===== src/rtl/shn_pkg.sv =====
// Package: shared widths and the control-word layout for the shift and
// normalize unit. Assumes the accumulator width is a power of two so that the
// count field can address every shift from 1 to width-1.
package shn_pkg;
    localparam int SHN_ACC_W = 32;
    localparam int SHN_CNT_W = $clog2(SHN_ACC_W);

    // Control word: direction, rotate enable, carry enable, count
    typedef struct packed {
        logic                 dir;
        logic                 rot_en;
        logic                 cy_en;
        logic [SHN_CNT_W-1:0] cnt;
    } shn_ctrl_t;

    localparam int SHN_CTRL_W = $bits(shn_ctrl_t);
endpackage


===== src/rtl/shn_step.sv =====
// Single-position shifter: purely combinational. From the accumulator, the
// carry flag and the mode bits it computes the accumulator and carry after one
// step. Assumes ACC_W >= 2.
module shn_step #(
    parameter int ACC_W = shn_pkg::SHN_ACC_W
) (
    input  logic [ACC_W-1:0] acc_in,
    input  logic             cy_in,
    input  logic             dir,
    input  logic             rot_en,
    input  logic             cy_en,
    output logic [ACC_W-1:0] acc_out,
    output logic             cy_out
);
    logic out_bit;
    logic fill_bit;

    // Pick the leaving bit and the bit that fills the vacated end
    always_comb begin
        out_bit  = dir ? acc_in[0] : acc_in[ACC_W-1];
        fill_bit = cy_en ? cy_in : (rot_en ? out_bit : 1'b0);
    end

    // Move one position and update the carry only for the 33-bit ring mode
    always_comb begin
        acc_out = dir ? {fill_bit, acc_in[ACC_W-1:1]} : {acc_in[ACC_W-2:0], fill_bit};
        cy_out  = (rot_en && cy_en) ? out_bit : cy_in;
    end
endmodule


===== src/rtl/shn_ctrl_reg.sv =====
// Control word and carry flag storage. Software writes are blocked while an
// operation runs. The sequencer may write back a normalization count and
// update the carry. Initialize clears only the direction and the count.
module shn_ctrl_reg
    import shn_pkg::*;
(
    input  logic                  clk,
    input  logic                  rst_n,
    input  logic                  init,
    input  logic                  busy,
    input  logic                  ctrl_wr,
    input  logic [SHN_CTRL_W-1:0] ctrl_wdata,
    input  logic                  carry_wr,
    input  logic                  carry_wdata,
    input  logic                  wb_en,
    input  logic [SHN_CNT_W-1:0]  wb_cnt,
    input  logic                  cy_upd_en,
    input  logic                  cy_upd_val,
    output shn_ctrl_t             ctrl_q,
    output logic                  carry_q
);
    // Control word update: reset, initialize, count write-back, software write
    always_ff @(posedge clk) begin
        if (!rst_n) begin
            ctrl_q <= '0;
        end else if (init) begin
            ctrl_q.dir <= 1'b0;
            ctrl_q.cnt <= '0;
        end else if (wb_en) begin
            ctrl_q.cnt <= wb_cnt;
        end else if (ctrl_wr && !busy) begin
            ctrl_q <= shn_ctrl_t'(ctrl_wdata);
        end
    end

    // Carry flag update: ring-mode step result, or software write when idle
    always_ff @(posedge clk) begin
        if (!rst_n) begin
            carry_q <= 1'b0;
        end else if (cy_upd_en) begin
            carry_q <= cy_upd_val;
        end else if (carry_wr && !busy) begin
            carry_q <= carry_wdata;
        end
    end

    // while running, only a write-back or an initialize may alter the word
    p_ctrl_frozen_r10: assert property (@(posedge clk) disable iff (!rst_n)
        (busy && !init && !wb_en) |=> $stable(ctrl_q));

    // initialize leaves direction and count at zero
    p_init_clears_r11: assert property (@(posedge clk) disable iff (!rst_n)
        init |=> (ctrl_q.dir == 1'b0 && ctrl_q.cnt == '0));

    // without a ring-mode update the carry holds during an operation
    p_carry_held_r5: assert property (@(posedge clk) disable iff (!rst_n)
        (busy && !cy_upd_en) |=> $stable(carry_q));
endmodule


===== src/rtl/shn_seq.sv =====
// Sequencer and accumulator: accepts load and start when idle, then shifts one
// position per cycle for a programmed count, or normalizes when the count is
// zero and reports the shift total. Assumes the control word is stable while
// busy (writes are blocked in shn_ctrl_reg).
module shn_seq
    import shn_pkg::*;
#(
    parameter int ACC_W = SHN_ACC_W,
    parameter int CNT_W = SHN_CNT_W
) (
    input  logic             clk,
    input  logic             rst_n,
    input  logic             init,
    input  logic             start,
    input  logic             acc_ld,
    input  logic [ACC_W-1:0] acc_din,
    input  shn_ctrl_t        ctrl,
    input  logic             carry,
    output logic [ACC_W-1:0] acc_q,
    output logic             busy,
    output logic             done,
    output logic             wb_en,
    output logic [CNT_W-1:0] wb_cnt,
    output logic             cy_upd_en,
    output logic             cy_upd_val
);
    logic             norm_q;
    logic [CNT_W-1:0] cnt_q;
    logic             norm_stop;
    logic [ACC_W-1:0] step_acc;
    logic             step_cy;

    shn_step #(.ACC_W(ACC_W)) u_step (
        .acc_in  (acc_q),
        .cy_in   (carry),
        .dir     (norm_q ? 1'b0 : ctrl.dir),
        .rot_en  (norm_q ? 1'b0 : ctrl.rot_en),
        .cy_en   (norm_q ? 1'b0 : ctrl.cy_en),
        .acc_out (step_acc),
        .cy_out  (step_cy)
    );

    // Normalization stops on a set top bit, an all-zero value or the count limit
    always_comb begin
        norm_stop  = acc_q[ACC_W-1] || (acc_q == '0) || (&cnt_q);
        wb_en      = busy && norm_q && norm_stop && !init;
        wb_cnt     = cnt_q;
        cy_upd_en  = busy && !norm_q && ctrl.rot_en && ctrl.cy_en && !init;
        cy_upd_val = step_cy;
    end

    // Operation state: accept commands when idle, step when busy, abort on init
    always_ff @(posedge clk) begin
        if (!rst_n) begin
            acc_q  <= '0;
            busy   <= 1'b0;
            done   <= 1'b0;
            norm_q <= 1'b0;
            cnt_q  <= '0;
        end else begin
            done <= 1'b0;
            if (init) begin
                busy <= 1'b0;
            end else if (!busy) begin
                if (acc_ld) begin
                    acc_q <= acc_din;
                end
                if (start) begin
                    busy   <= 1'b1;
                    norm_q <= (ctrl.cnt == '0);
                    cnt_q  <= ctrl.cnt;
                end
            end else if (norm_q) begin
                if (norm_stop) begin
                    busy <= 1'b0;
                    done <= 1'b1;
                end else begin
                    acc_q <= step_acc;
                    cnt_q <= cnt_q + 1'b1;
                end
            end else begin
                acc_q <= step_acc;
                if (cnt_q == CNT_W'(1)) begin
                    busy <= 1'b0;
                    done <= 1'b1;
                end else begin
                    cnt_q <= cnt_q - 1'b1;
                end
            end
        end
    end

    // done lasts a single cycle
    p_done_single_r7: assert property (@(posedge clk) disable iff (!rst_n)
        done |=> !done);

    // busy is low whenever done is raised
    p_done_idle_r7: assert property (@(posedge clk) disable iff (!rst_n)
        done |-> !busy);

    // a finished normalization leaves the top bit set or a zero value
    p_norm_result_r8: assert property (@(posedge clk) disable iff (!rst_n)
        (done && norm_q) |-> (acc_q[ACC_W-1] || acc_q == '0));

    // the accumulator moves only by a load when idle or by a step when busy
    p_acc_hold_r10: assert property (@(posedge clk) disable iff (!rst_n)
        (!busy && !acc_ld) |=> $stable(acc_q));

    // a plain rotate keeps the number of ones
    p_rotate_ones_r4: assert property (@(posedge clk) disable iff (!rst_n)
        (busy && !norm_q && ctrl.rot_en && !ctrl.cy_en && !init)
        |=> ($countones(acc_q) == $countones($past(acc_q))));

    // the 33-bit ring keeps the number of ones across accumulator and carry
    p_ring_ones_r6: assert property (@(posedge clk) disable iff (!rst_n)
        (busy && !norm_q && ctrl.rot_en && ctrl.cy_en && !init)
        |=> ($countones({acc_q, carry}) == $countones($past({acc_q, carry}))));
endmodule


===== src/rtl/shn_unit.sv =====
// Top level of the shift and normalize unit: connects the control storage to
// the sequencer and brings out the read paths. Assumes the register, load and
// start inputs are synchronous to clk.
module shn_unit
    import shn_pkg::*;
#(
    parameter int ACC_W = SHN_ACC_W
) (
    input  logic                  clk,
    input  logic                  rst_n,
    input  logic                  init,
    input  logic                  ctrl_wr,
    input  logic [SHN_CTRL_W-1:0] ctrl_wdata,
    output logic [SHN_CTRL_W-1:0] ctrl_rdata,
    input  logic                  carry_wr,
    input  logic                  carry_wdata,
    output logic                  carry_rdata,
    input  logic                  acc_ld,
    input  logic [ACC_W-1:0]      acc_din,
    output logic [ACC_W-1:0]      acc_q,
    input  logic                  start,
    output logic                  busy,
    output logic                  done
);
    shn_ctrl_t            ctrl_q;
    logic                 carry_q;
    logic                 wb_en;
    logic [SHN_CNT_W-1:0] wb_cnt;
    logic                 cy_upd_en;
    logic                 cy_upd_val;

    shn_ctrl_reg u_ctrl (
        .clk         (clk),
        .rst_n       (rst_n),
        .init        (init),
        .busy        (busy),
        .ctrl_wr     (ctrl_wr),
        .ctrl_wdata  (ctrl_wdata),
        .carry_wr    (carry_wr),
        .carry_wdata (carry_wdata),
        .wb_en       (wb_en),
        .wb_cnt      (wb_cnt),
        .cy_upd_en   (cy_upd_en),
        .cy_upd_val  (cy_upd_val),
        .ctrl_q      (ctrl_q),
        .carry_q     (carry_q)
    );

    shn_seq #(.ACC_W(ACC_W), .CNT_W(SHN_CNT_W)) u_seq (
        .clk        (clk),
        .rst_n      (rst_n),
        .init       (init),
        .start      (start),
        .acc_ld     (acc_ld),
        .acc_din    (acc_din),
        .ctrl       (ctrl_q),
        .carry      (carry_q),
        .acc_q      (acc_q),
        .busy       (busy),
        .done       (done),
        .wb_en      (wb_en),
        .wb_cnt     (wb_cnt),
        .cy_upd_en  (cy_upd_en),
        .cy_upd_val (cy_upd_val)
    );

    // Read paths expose the stored control word and carry flag
    always_comb begin
        ctrl_rdata  = ctrl_q;
        carry_rdata = carry_q;
    end
endmodule


===== config.mk =====
export PLATFORM = sky130hd
export DESIGN_NAME = shn_unit
export DESIGN_NICKNAME = d
export VERILOG_FILES = /design/src/rtl/shn_pkg.sv /design/src/rtl/shn_step.sv /design/src/rtl/shn_ctrl_reg.sv /design/src/rtl/shn_seq.sv /design/src/rtl/shn_unit.sv
export SDC_FILE = /design/constraint.sdc
export NUM_CORES = 1
export LEC_CHECK = 0
export BUFFER_PORTS_ARGS = -buffer_cell sky130_fd_sc_hd__buf_4
export CAP_MARGIN = 20
export CORE_MARGIN = 4
export CORE_UTILIZATION = 46
export DETAILED_ROUTE_END_ITERATION = 16
export GPL_TIMING_DRIVEN = 0
export HOLD_SLACK_MARGIN = 0.03
export PLACE_DENSITY = 0.81
export SYNTH_ARGS = -nofsm -noshare
export SYNTH_HDL_FRONTEND = slang
export SYNTH_SLANG_ARGS = --single-unit

===== constraint.sdc =====
create_clock -name clk -period 2 [get_ports clk]
set_input_delay 0.4 -clock clk [delete_from_list [all_inputs] [get_ports clk]]
set_output_delay 0.4 -clock clk [all_outputs]
set_load 0.02 [all_outputs]

## After elaboration in Yosys (flattened, before gate mapping)

Cells that the tools add are included.

- Word-level logic and storage cells: 79
- Flip-flop bits (word level): 49
- Bits of input ports: 48

- Bitwise logic cells: 4
- Multiplexer cells: 29
- Reductions and logical operators: 30
- Equal/unequal tests: 4
- $add $sub $neg: 2

Operator list:

| cell | number |
|---|---|
| $mux W32 | 5 |
| $mux W5 | 7 |
| $logic_not A32 Y1 | 1 |
| $mux W1 | 17 |
| $logic_and A1 B1 Y1 | 10 |
| $reduce_and A3 Y1 | 3 |
| $reduce_bool A2 Y1 | 4 |
| $ne A3 B3 Y1 const B | 2 |
| $add A5 B1 Y5 const B | 1 |
| $eq A5 B1 Y1 const B | 1 |
| $logic_not A5 Y1 | 1 |
| $reduce_and A5 Y1 | 1 |
| $sub A5 B1 Y5 const B | 1 |
| $not A1 Y1 | 4 |
| $reduce_and A2 Y1 | 2 |
| $reduce_and A4 Y1 | 1 |
| $logic_not A1 Y1 | 3 |
| $reduce_or A3 Y1 | 1 |
| $logic_or A1 B1 Y1 | 2 |
| $ne A2 B1 Y1 const B | 1 |
| $reduce_or A2 Y1 | 1 |

## Longest topological paths before layout

Gate-level depths: netlist (run 1).

- Depth in word-level cells: 8
- Gate-level depth with buffers: 9

## Hierarchy

A second synthesis (run 1) with hierarchy kept.

- Cells, all modules: 410
- Area total of the unflattened synthesis: 3817.4 µm²

By module, submodules not included:

| module | seq. area each (µm²) | instances | cells each | area each (µm²) |
|---|---|---|---|---|
| shn_seq | 800.8 | 1 | 317 | 2793.9 |
| shn_step | 0.0 | 1 | 45 | 564.3 |
| shn_ctrl_reg | 180.2 | 1 | 48 | 459.2 |

## Least setup slack after synthesis (run 1)

Ideal clock, no wire load.

- Path kind: register to register
- From: reg u_seq.cnt_q[0], in the netlist u_seq.wb_cnt[0]
- To: reg u_seq.acc_q[0]
- Setup slack: 156 ps
- Stages on the path, launching flop included: 9
- Period minus slack after synthesis: 1844 ps
- Library setup time: 116 ps
- Data arrival time: 1727 ps
- Path through: dfxtp_1 ha_1 and3_1 ha_1 nor2_1 nand2_1 o22ai_4 o311ai_0 o211a_1

- Longest elaborated chain between the ends: 4

RTL lines:

| what | RTL line | source |
|---|---|---|
| from (decl) | shn_seq.sv:28 | `logic [CNT_W-1:0] cnt_q;` |
| from (signal assigned) | shn_seq.sv:71 | `cnt_q <= ctrl.cnt;` |
| from (signal assigned) | shn_seq.sv:79 | `cnt_q <= cnt_q + 1'b1;` |
| from (signal assigned) | shn_seq.sv:87 | `cnt_q <= cnt_q - 1'b1;` |
| $reduce_and A5 Y1 | shn_seq.sv:45 | `norm_stop = acc_q[ACC_W-1] \|\| (acc_q == '0) \|\| (&cnt_q);` |
| $logic_or A1 B1 Y1 | shn_seq.sv:45 |  |
| $ne A3 B3 Y1 (no source line) | -- |  |
| $reduce_and A3 Y1 (no source line) | -- |  |
| to (signal assigned) | shn_seq.sv:66 | `acc_q <= acc_din;` |
| to (signal assigned) | shn_seq.sv:78 | `acc_q <= step_acc;` |
| to (signal assigned) | shn_seq.sv:82 | `acc_q <= step_acc;` |
| to (decl) | shn_seq.sv:19 | `output logic [ACC_W-1:0] acc_q,` |

Every way passes these cells.
A chain may end at the register's enable or synchronous reset.

## Worst setup path in the final report (run 1)

- From: reg u_seq.cnt_q[0], in the netlist u_seq.wb_cnt[0]
- To: reg u_seq.cnt_q[1], in the netlist u_seq.wb_cnt[1]

- Longest elaborated chain between the ends: 4
- Elaborated cells between the ends (all ways): 12
- Classes of those cells: add/sub: 2; eq/ne: 3; mux: 4; reduce/logical: 3

RTL lines:

| what | RTL line | source |
|---|---|---|
| $sub A5 B1 Y5 (tied with other cells) | shn_seq.sv:87 |  |
| $mux W5 (tied with other cells) | shn_seq.sv:83 | `if (cnt_q == CNT_W'(1)) begin` |
| $mux W5 / $ne A3 B3 Y1 (equally long branches) | -- |  |
| $mux W5 / $reduce_and A4 Y1 (equally long branches) | -- |  |

Parallel ways exist; a longest one is shown, timed or not. The select of a mux whose other input is x is not followed.

==> Implementation_results.wiki, run 1 <==
{| class="wikitable"
! Metric !! Value
|-
| Status || finished clean
|-
| Kind of end point of the critical path || flop
|-
| Worst Hold Path EP || u_ctrl.ctrl_q[7]
|-
| Largest stage delay on the critical path || 0.37 ns
|-
| Simple-gate portion of the synthesized area || 0.182
|-
| Initial Util || 0.478
|-
| Synth Flop Type || sky130_fd_sc_hd__dfxtp_1
|-
| Sw Share || 0.314
|-
| IR drop worst, VDD || ~0.38 mV
|-
| CTS buffer count || 5
|-
| Final total power || 2550 µW
|-
| Portion of total power attributed to sequential cells || 0.445
|-
| Depth of the worst hold-timing path || 3
|-
| Pin count of the biggest net entering global routing || 15
|-
| Final WS setup || 0.0703 ns
|-
| Hold buffer count at CTS || 0
|-
| DRC marker count from the first detailed-route iteration || 212
|-
| Total detailed-routing wirelength || 8.90 mm
|-
| Data required, critical path || 2.21 ns
|-
| Async S/R FF share, synth || 0
|-
| Number of global-route vias before repair || roughly 3000
|-
| Actual transition at the worst max-transition pin || 0.545 ns
|-
| Number of I/O pins || 91
|-
| Clock root buffer || sky130_fd_sc_hd__clkbuf_8
|-
| Reg2Reg Launch Point || u_seq.wb_cnt[0]
|-
| Die width || 86.9 µm
|-
| CTS H-tree depth || 2
|-
| # rows || 28
|-
| Leakage dissipation || about 0.0015 µW
|-
| CTS tree || built
|-
| Max-slew violation total from the final report || 0
|-
| WS Path Type || reg2reg
|-
| Share of the synthesized area in compound gates (AO/OA/AOI/OAI) || 0.261
|-
| Shortest clock period the worst path allows after layout || 1.93 ns
|-
| Total number of yosys warnings || 0
|-
| Dominant combinational cell family by area after synthesis || compound AO/OA/AOI/OAI gates
|-
| Antenna violation net count after detailed routing || 0
|-
| Crit path cell chain || ha_1 -> and3_1 -> ha_2 -> nor2_2 -> nand3_1 -> o22ai_4 -> buf_4 -> nand2_1 -> o211a_1
|-
| Mapped cell area || 2870 µm²
|-
| Number of inserted diodes || 0
|-
| CORE AREA || 5990 µm²
|-
| Final setup violation count || 0
|-
| Count of mapped cells out of synthesis || 346
|-
| Count of final hold-check violations || 0
|-
| Via count || 3124
|-
| Maximum fanout along the worst path || 8
|-
| Commonest non-fill, non-tap cell in the layout || sky130_fd_sc_hd__buf_4
|-
| Count of buffers from port buffering || a little under 90
|-
| Wire length of the first global-routing pass || 14.6 mm
|-
| Routability congestion estimate || 0.842
|-
| Register bit count reported by yosys || 49
|-
| Sum of negative setup slack || 0 ns
|-
| Master of the slowest instance on the critical path || sky130_fd_sc_hd__dfxtp_4
|-
| Global Route Usage Sum || 0.237
|-
| Total power per unit cell area || between 600 and 700 nW/µm²
|-
| Initial antenna violation count || 0
|-
| Sw power || 802 µW
|-
| # Max-Cap Violations || 0
|-
| Clock slew seen by the registers of the worst setup and hold paths || around 0.090 ns
|-
| Worst path arrival time || between 2 and 2.5 ns
|-
| Beginning of the critical path || u_seq.wb_cnt[0]
|-
| Worst hold slack across all endpoints || 0.341 ns
|-
| Number of nets in the layout || 502
|-
| Share of power burned in combinational logic || 0.256
|-
| Synthesized-area fraction occupied by xor and xnor cells || 0.00611
|-
| Utilization after layout || 0.641
|-
| Portion of netlist area occupied by mux cells || 0.126
|-
| Class of the most critical hold timing path || in2reg
|-
| Net count of the mapped netlist || roughly 400
|-
| Hold Path Origin || ctrl_wdata[7]
|-
| Hpwl dp || about 6.3 mm
|-
| Filler cell count in the final layout || 495
|-
| Average via count per standard cell || 5.94
|-
| RSZ-0062 raised after global routing || yes
|-
| Worst slack, placed || -0.131 ns
|-
| Leftover overflow at the end of global routing || 0
|-
| Worst-case reg-to-reg path depth || 9
|-
| Area added between synthesis and finish || 34.0%
|-
| CP startpoint kind || flop
|-
| Part of the Yosys area used for sequential elements || 0.342
|-
| Layout cell share with drive strength beyond 1 || 0.286
|-
| Number of remaining DRC errors || 0
|-
| Clock latency on the worst-skew pair || 0.31 ns
|-
| Internal Pwr Total || approximately 1800 µW
|-
| Most frequent cells in the layout || 97 x sky130_fd_sc_hd__buf_4, 73 x sky130_fd_sc_hd__nand2_1, 48 x sky130_fd_sc_hd__dfxtp_1
|-
| Number of synthesized flops with an enable pin || 0
|-
| Worst slew margin relative to its limit || 0.637
|-
| Capture point of the worst reg-to-reg path || u_seq.wb_cnt[1]
|-
| Overall die height || around 87 µm
|-
| Sink count of the clock tree || 49
|-
| Synthesized area per cell || 8.28 µm²
|-
| First-pass iteration count of the detailed router || 5
|-
| Tcrit/Tclk final || 0.965
|-
| Clk_skew || 0.00883 ns
|-
| Netlist cell types || 41
|-
| Area share of fa/ha/maj cells after synthesis || 0.0175
|-
| Max Clk Rate || between 500 and 600 MHz
|-
| R2R Setup Slk || 0.07 ns
|-
| Average routed wire per standard cell || 16.9 µm
|-
| Buffer depth of the longest clock path || 2
|-
| Die Area || about 7600 µm²
|-
| Clock share of power || 0.299
|}
## how the worst max path moves through the flow
stage | cells after the start | end | slack [ns]
floorplan | 8 | u_seq.acc_q[0] | 0.16
global placement | 8 | u_seq.acc_q[0] | -0.05
detailed placement | 8 | u_seq.acc_q[0] | -0.13
CTS | 8 | u_seq.wb_cnt[0] | 0.006
global route | 8 | u_seq.wb_cnt[0] | 0.0003
finish | 9 | u_seq.wb_cnt[1] | 0.07
## cells in the mapped netlist (2+ instances only)
cell type	instances	area, µm²
sky130_fd_sc_hd__nand2_1	73	274
sky130_fd_sc_hd__dfxtp_1	49	981
sky130_fd_sc_hd__mux2i_1	35	350
sky130_fd_sc_hd__o2111ai_1	30	263
sky130_fd_sc_hd__o21ai_0	22	110
sky130_fd_sc_hd__clkbuf_1	17	63.8
sky130_fd_sc_hd__o21ai_1	13	65.1
sky130_fd_sc_hd__nor2_1	11	41.3
sky130_fd_sc_hd__nand3_1	9	45.0
sky130_fd_sc_hd__a21oi_1	8	40.0
sky130_fd_sc_hd__nor4_1	7	43.8
sky130_fd_sc_hd__buf_2	6	30.0
sky130_fd_sc_hd__buf_6	6	67.6
sky130_fd_sc_hd__a22oi_1	5	37.5
sky130_fd_sc_hd__nor2b_1	5	31.3
sky130_fd_sc_hd__o2bb2ai_1	5	43.8
sky130_fd_sc_hd__a21boi_0	4	30.0
sky130_fd_sc_hd__ha_1	4	50.1
sky130_fd_sc_hd__o31ai_1	4	30.0
sky130_fd_sc_hd__inv_1	3	11.3
sky130_fd_sc_hd__o211a_1	3	30.0
sky130_fd_sc_hd__a21boi_1	2	15.0
sky130_fd_sc_hd__a31oi_1	2	12.5
sky130_fd_sc_hd__and3_1	2	12.5
sky130_fd_sc_hd__nand3b_1	2	15.0
sky130_fd_sc_hd__nand4_1	2	12.5
sky130_fd_sc_hd__or4_1	2	15.0
sky130_fd_sc_hd__xor2_1	2	17.5
## power by group through the flow
stage                     sequential [µW]  clock (µW)  combinational [µW]
after floorplan                      1200           0                 306
after global placement               1150           0                 604
after detailed placement             1150           0                 617
after CTS                            1130         760                 636
after global routing                 1150         809                 709
final                                1140         764                 655
## cells by family after synthesis
group | Yosys count
flops | 49
xor+xnor | 2
mux | 36
simple gates | 117
buf+inv | 34
compound gates | 104
fa+ha+maj | 4
## worst max-delay path: cells and delay by family, from the launching register on
kind / cells / cell delay, ns
fa+ha+maj: 2 / 0.39
compound gates: 2 / 0.45
flops: 1 / 0.37
buf+inv: 1 / 0.18
simple gates: 4 / 0.45
## metrics by stage
| step | cells | area (µm²) |
|---|---|---|
| after floorplan | 346 | 2870 |
| after global placement | 510 | 3630 |
| after detailed placement | 510 | 3630 |
| after CTS | 522 | 3790 |
| after global routing | 526 | 3840 |
| final | 526 | 3840 |
## registers in the layout (all words and copies together) (netlist names)
register	cells
u_ctrl.ctrl_q	8
u_seq.busy	1
u_seq.acc_q	32
u_ctrl.carry_q	1
u_seq.norm_q	1
u_seq.done	1
u_seq.wb_cnt	5
## metal layers
layer,global-route usage,share of wire
met3,0.0482,0.065
met1,0.316,0.44
met4,0.0722,0.017
met2,0.383,0.48
met5,0,0
## timing repair
action / 4_1_cts / 5_1_grt
endpoints found under the setup margin: 34 / 40
pin swaps: 1 / 3
cloned: 0 / 0
setup buffers: 4 / 4
gates resized for setup: 3 / 9
## final cells by class
cell class,instances,area (µm²),area share
tap,75,93.8,0.0244
clock inverter,1,30.0,0.00782
timing repair buffer,97,732,0.191
clock buffer,7,86.3,0.0225
buffer,31,178,0.0463
multi-input combinational,263,1730,0.449
sequential,49,985,0.256
inverter,3,11.3,0.00293
Note: power is estimated with default switching activity, not from simulation.
==> run 2, diff against run 1 <==
--- a/config.mk
+++ b/config.mk
@@ -13,6 +13,7 @@
 export GPL_TIMING_DRIVEN = 0
 export HOLD_SLACK_MARGIN = 0.03
 export PLACE_DENSITY = 0.81
+export SETUP_SLACK_MARGIN = 0.3
 export SYNTH_ARGS = -nofsm -noshare
 export SYNTH_HDL_FRONTEND = slang
 export SYNTH_SLANG_ARGS = --single-unit
==> run 2 against run 1 <==
Setup slack improved by 0.029 ns. Total power fell by 0.47%. Hold slack improved by 0.0052 ns. Critical path depth rose by 1. Sequential cell count did not move. Combinational power rose by 17%. Clock-buffer cell count rose by 1. Cell count rose by 0.76%. Register-to-register slack improved by 0.03 ns. Sequential power barely moved. Global-route usage rose by 1.6 points. Fmax rose by 1.5%.
==> Implementation_results.wiki, run 2 (synthesis gave the netlist of run 1 again) <==
{| class="wikitable"
! Metric !! Value
|-
| Hpwl dp || around 6.5 mm
|-
| RSZ-0062 raised after global routing || yes
|-
| Clk_skew || 0.00560 ns
|-
| CTS H-tree depth || 2
|-
| DRC marker count from the first detailed-route iteration || 276
|-
| Antenna violation net count after detailed routing || 0
|-
| Clock slew seen by the registers of the worst setup and hold paths || 0.09 ns
|-
| IR drop worst, VDD || between 0.4 and 0.5 mV
|-
| Layout cell share with drive strength beyond 1 || 0.378
|-
| Number of I/O pins || 91
|-
| Total power per unit cell area || 611 nW/µm²
|-
| Area after DPL || between 3000 and 4000 µm²
|-
| Die width || 86.9 µm
|-
| Max Clk Rate || around 530 MHz
|-
| # Max-Cap Violations || 0
|-
| CP startpoint kind || flop
|-
| Filler cell count in the final layout || 461
|-
| Overall die height || 86.9 µm
|-
| Count of buffers from port buffering || 89
|-
| Max-slew violation total from the final report || 0
|-
| Number of inserted diodes || 0
|-
| Wire length of the first global-routing pass || 15.4 mm
|-
| Post-Layout Inst Area || between 4000 and 5000 µm²
|-
| Initial Util || 0.478
|-
| Worst slew margin relative to its limit || 0.559
|-
| Die Area || 7560 µm²
|-
| Routability congestion estimate || 0.886
|-
| Commonest non-fill, non-tap cell in the layout || sky130_fd_sc_hd__buf_4
|-
| Most frequent cells in the layout || 96 x sky130_fd_sc_hd__buf_4, 70 x sky130_fd_sc_hd__nand2_1, 35 x sky130_fd_sc_hd__mux2i_1
|-
| Maximum fanout along the worst path || 6
|-
| Number of flip-flops in the largest register || 32
|-
| Sum of negative setup slack || 0 ns
|-
| Worst slack, placed || 0.0223 ns
|-
| Number of remaining DRC errors || 0
|-
| Count of final hold-check violations || 0
|-
| Worst path arrival time || between 2 and 2.5 ns
|-
| Clock latency on the worst-skew pair || 0.31 ns
|-
| Register containing the most flip-flops in the final layout || u_seq.acc_q
|-
| Global Route Usage Sum || 0.252
|-
| Average via count per standard cell || 6.05
|-
| Total detailed-routing wirelength || 9.64 mm
|-
| Sink count of the clock tree || 49
|-
| # rows || 28
|-
| Pin count of the biggest net entering global routing || 15
|-
| Initial antenna violation count || 0
|-
| Leakage dissipation || approximately 0.0016 µW
|-
| Actual transition at the worst max-transition pin || 0.662 ns
|-
| Buffer depth of the longest clock path || 2
|-
| Final total power || approximately 2500 µW
|-
| Clock root buffer || sky130_fd_sc_hd__clkbuf_8
|-
| CTS buffer count || 5
|-
| Worst hold slack across all endpoints || 0.346 ns
|-
| Average routed wire per standard cell || roughly 18 µm
|-
| Hold buffer count at CTS || 0
|-
| CORE AREA || 5990 µm²
|-
| Data required, critical path || 2.21 ns
|-
| Kind of end point of the critical path || flop
|-
| Final setup violation count || 0
|-
| Shortest clock period the worst path allows after layout || 1.90 ns
|-
| Final WS setup || between 0.09 and 0.1 ns
|-
| CTS tree || built
|-
| Via count || roughly 3200
|-
| Number of nets in the layout || 506
|-
| Tcrit/Tclk final || 0.950
|-
| Leftover overflow at the end of global routing || 0
|-
| Area added between synthesis and finish || 45.2%
|-
| WS Path Type || reg2reg
|-
| Class of the most critical hold timing path || in2reg
|-
| First-pass iteration count of the detailed router || 6
|-
| Number of global-route vias before repair || 3113
|-
| Status || finished clean
|}
-- run 2: cell count changes in the layout (fill, tap and decap cells not counted), sizes merged --
cell	before	now
clkbuf	25	28
bufinv	1	0
buf	110	112
-- run 2: timing repair --
item,4_1_cts,5_1_grt
gates resized for setup,46,33
gates cloned,1,1
setup endpoints to repair,42,45
pin swaps,8,13
buffers inserted,8,2
-- run 2: final cells by class --
type,count,area [µm²],area share
multi-input combinational,263,1940,0.466
sequential,49,1000,0.241
timing repair buffer,101,828,0.199
clock buffer,8,90.1,0.0216
inverter,3,11.3,0.00271
buffer,31,194,0.0466
tap,75,93.8,0.0225
-- run 2: worst max-delay path: stages (launching register included) --
cell,delay (ns)
sky130_fd_sc_hd__dfxtp_4,0.37
sky130_fd_sc_hd__ha_4,0.15
sky130_fd_sc_hd__and3_4,0.18
sky130_fd_sc_hd__ha_4,0.18
sky130_fd_sc_hd__nor2_4,0.12
sky130_fd_sc_hd__nand2_2,0.08
sky130_fd_sc_hd__o22ai_4,0.20
sky130_fd_sc_hd__buf_12,0.14
sky130_fd_sc_hd__buf_16,0.13
sky130_fd_sc_hd__o311ai_4,0.10
sky130_fd_sc_hd__o211a_1,0.14
-- run 2: report_power, final --
group | internal [µW] | switching [µW] | total [µW]
clock | 283 | 339 | 622
sequential | 1040 | 112 | 1160
combinational | 369 | 395 | 764
-- run 2: metal layers --
layer  track usage  vias up  part of all wire
met5             0        -                 0
met1         0.331     1519              0.41
met3        0.0416       22             0.071
met2         0.414      164              0.50
li1              -     1502                 -
met4        0.0949        0             0.023
-- run 2: final timing paths --
kind / start / end / slack (ns) / cells after the start
min: ctrl_wdata[7] / u_ctrl.ctrl_q[7] / 0.35 / 3
min reg2reg: u_seq.acc_q[21] / u_seq.acc_q[21] / 0.49 / 2
max reg2reg: u_seq.wb_cnt[1] / u_seq.acc_q[0] / 0.1 / 10
max: u_seq.wb_cnt[1] / u_seq.acc_q[0] / 0.1 / 10
-- run 2: through the flow --
step | std cells | utilization
3_5_place_dp | 510 | 0.616
2_1_floorplan | 346 | -
4_1_cts | 527 | 0.668
3_3_place_gp | 510 | 0.616
6_report | 530 | 0.695
5_1_grt | 530 | 0.695
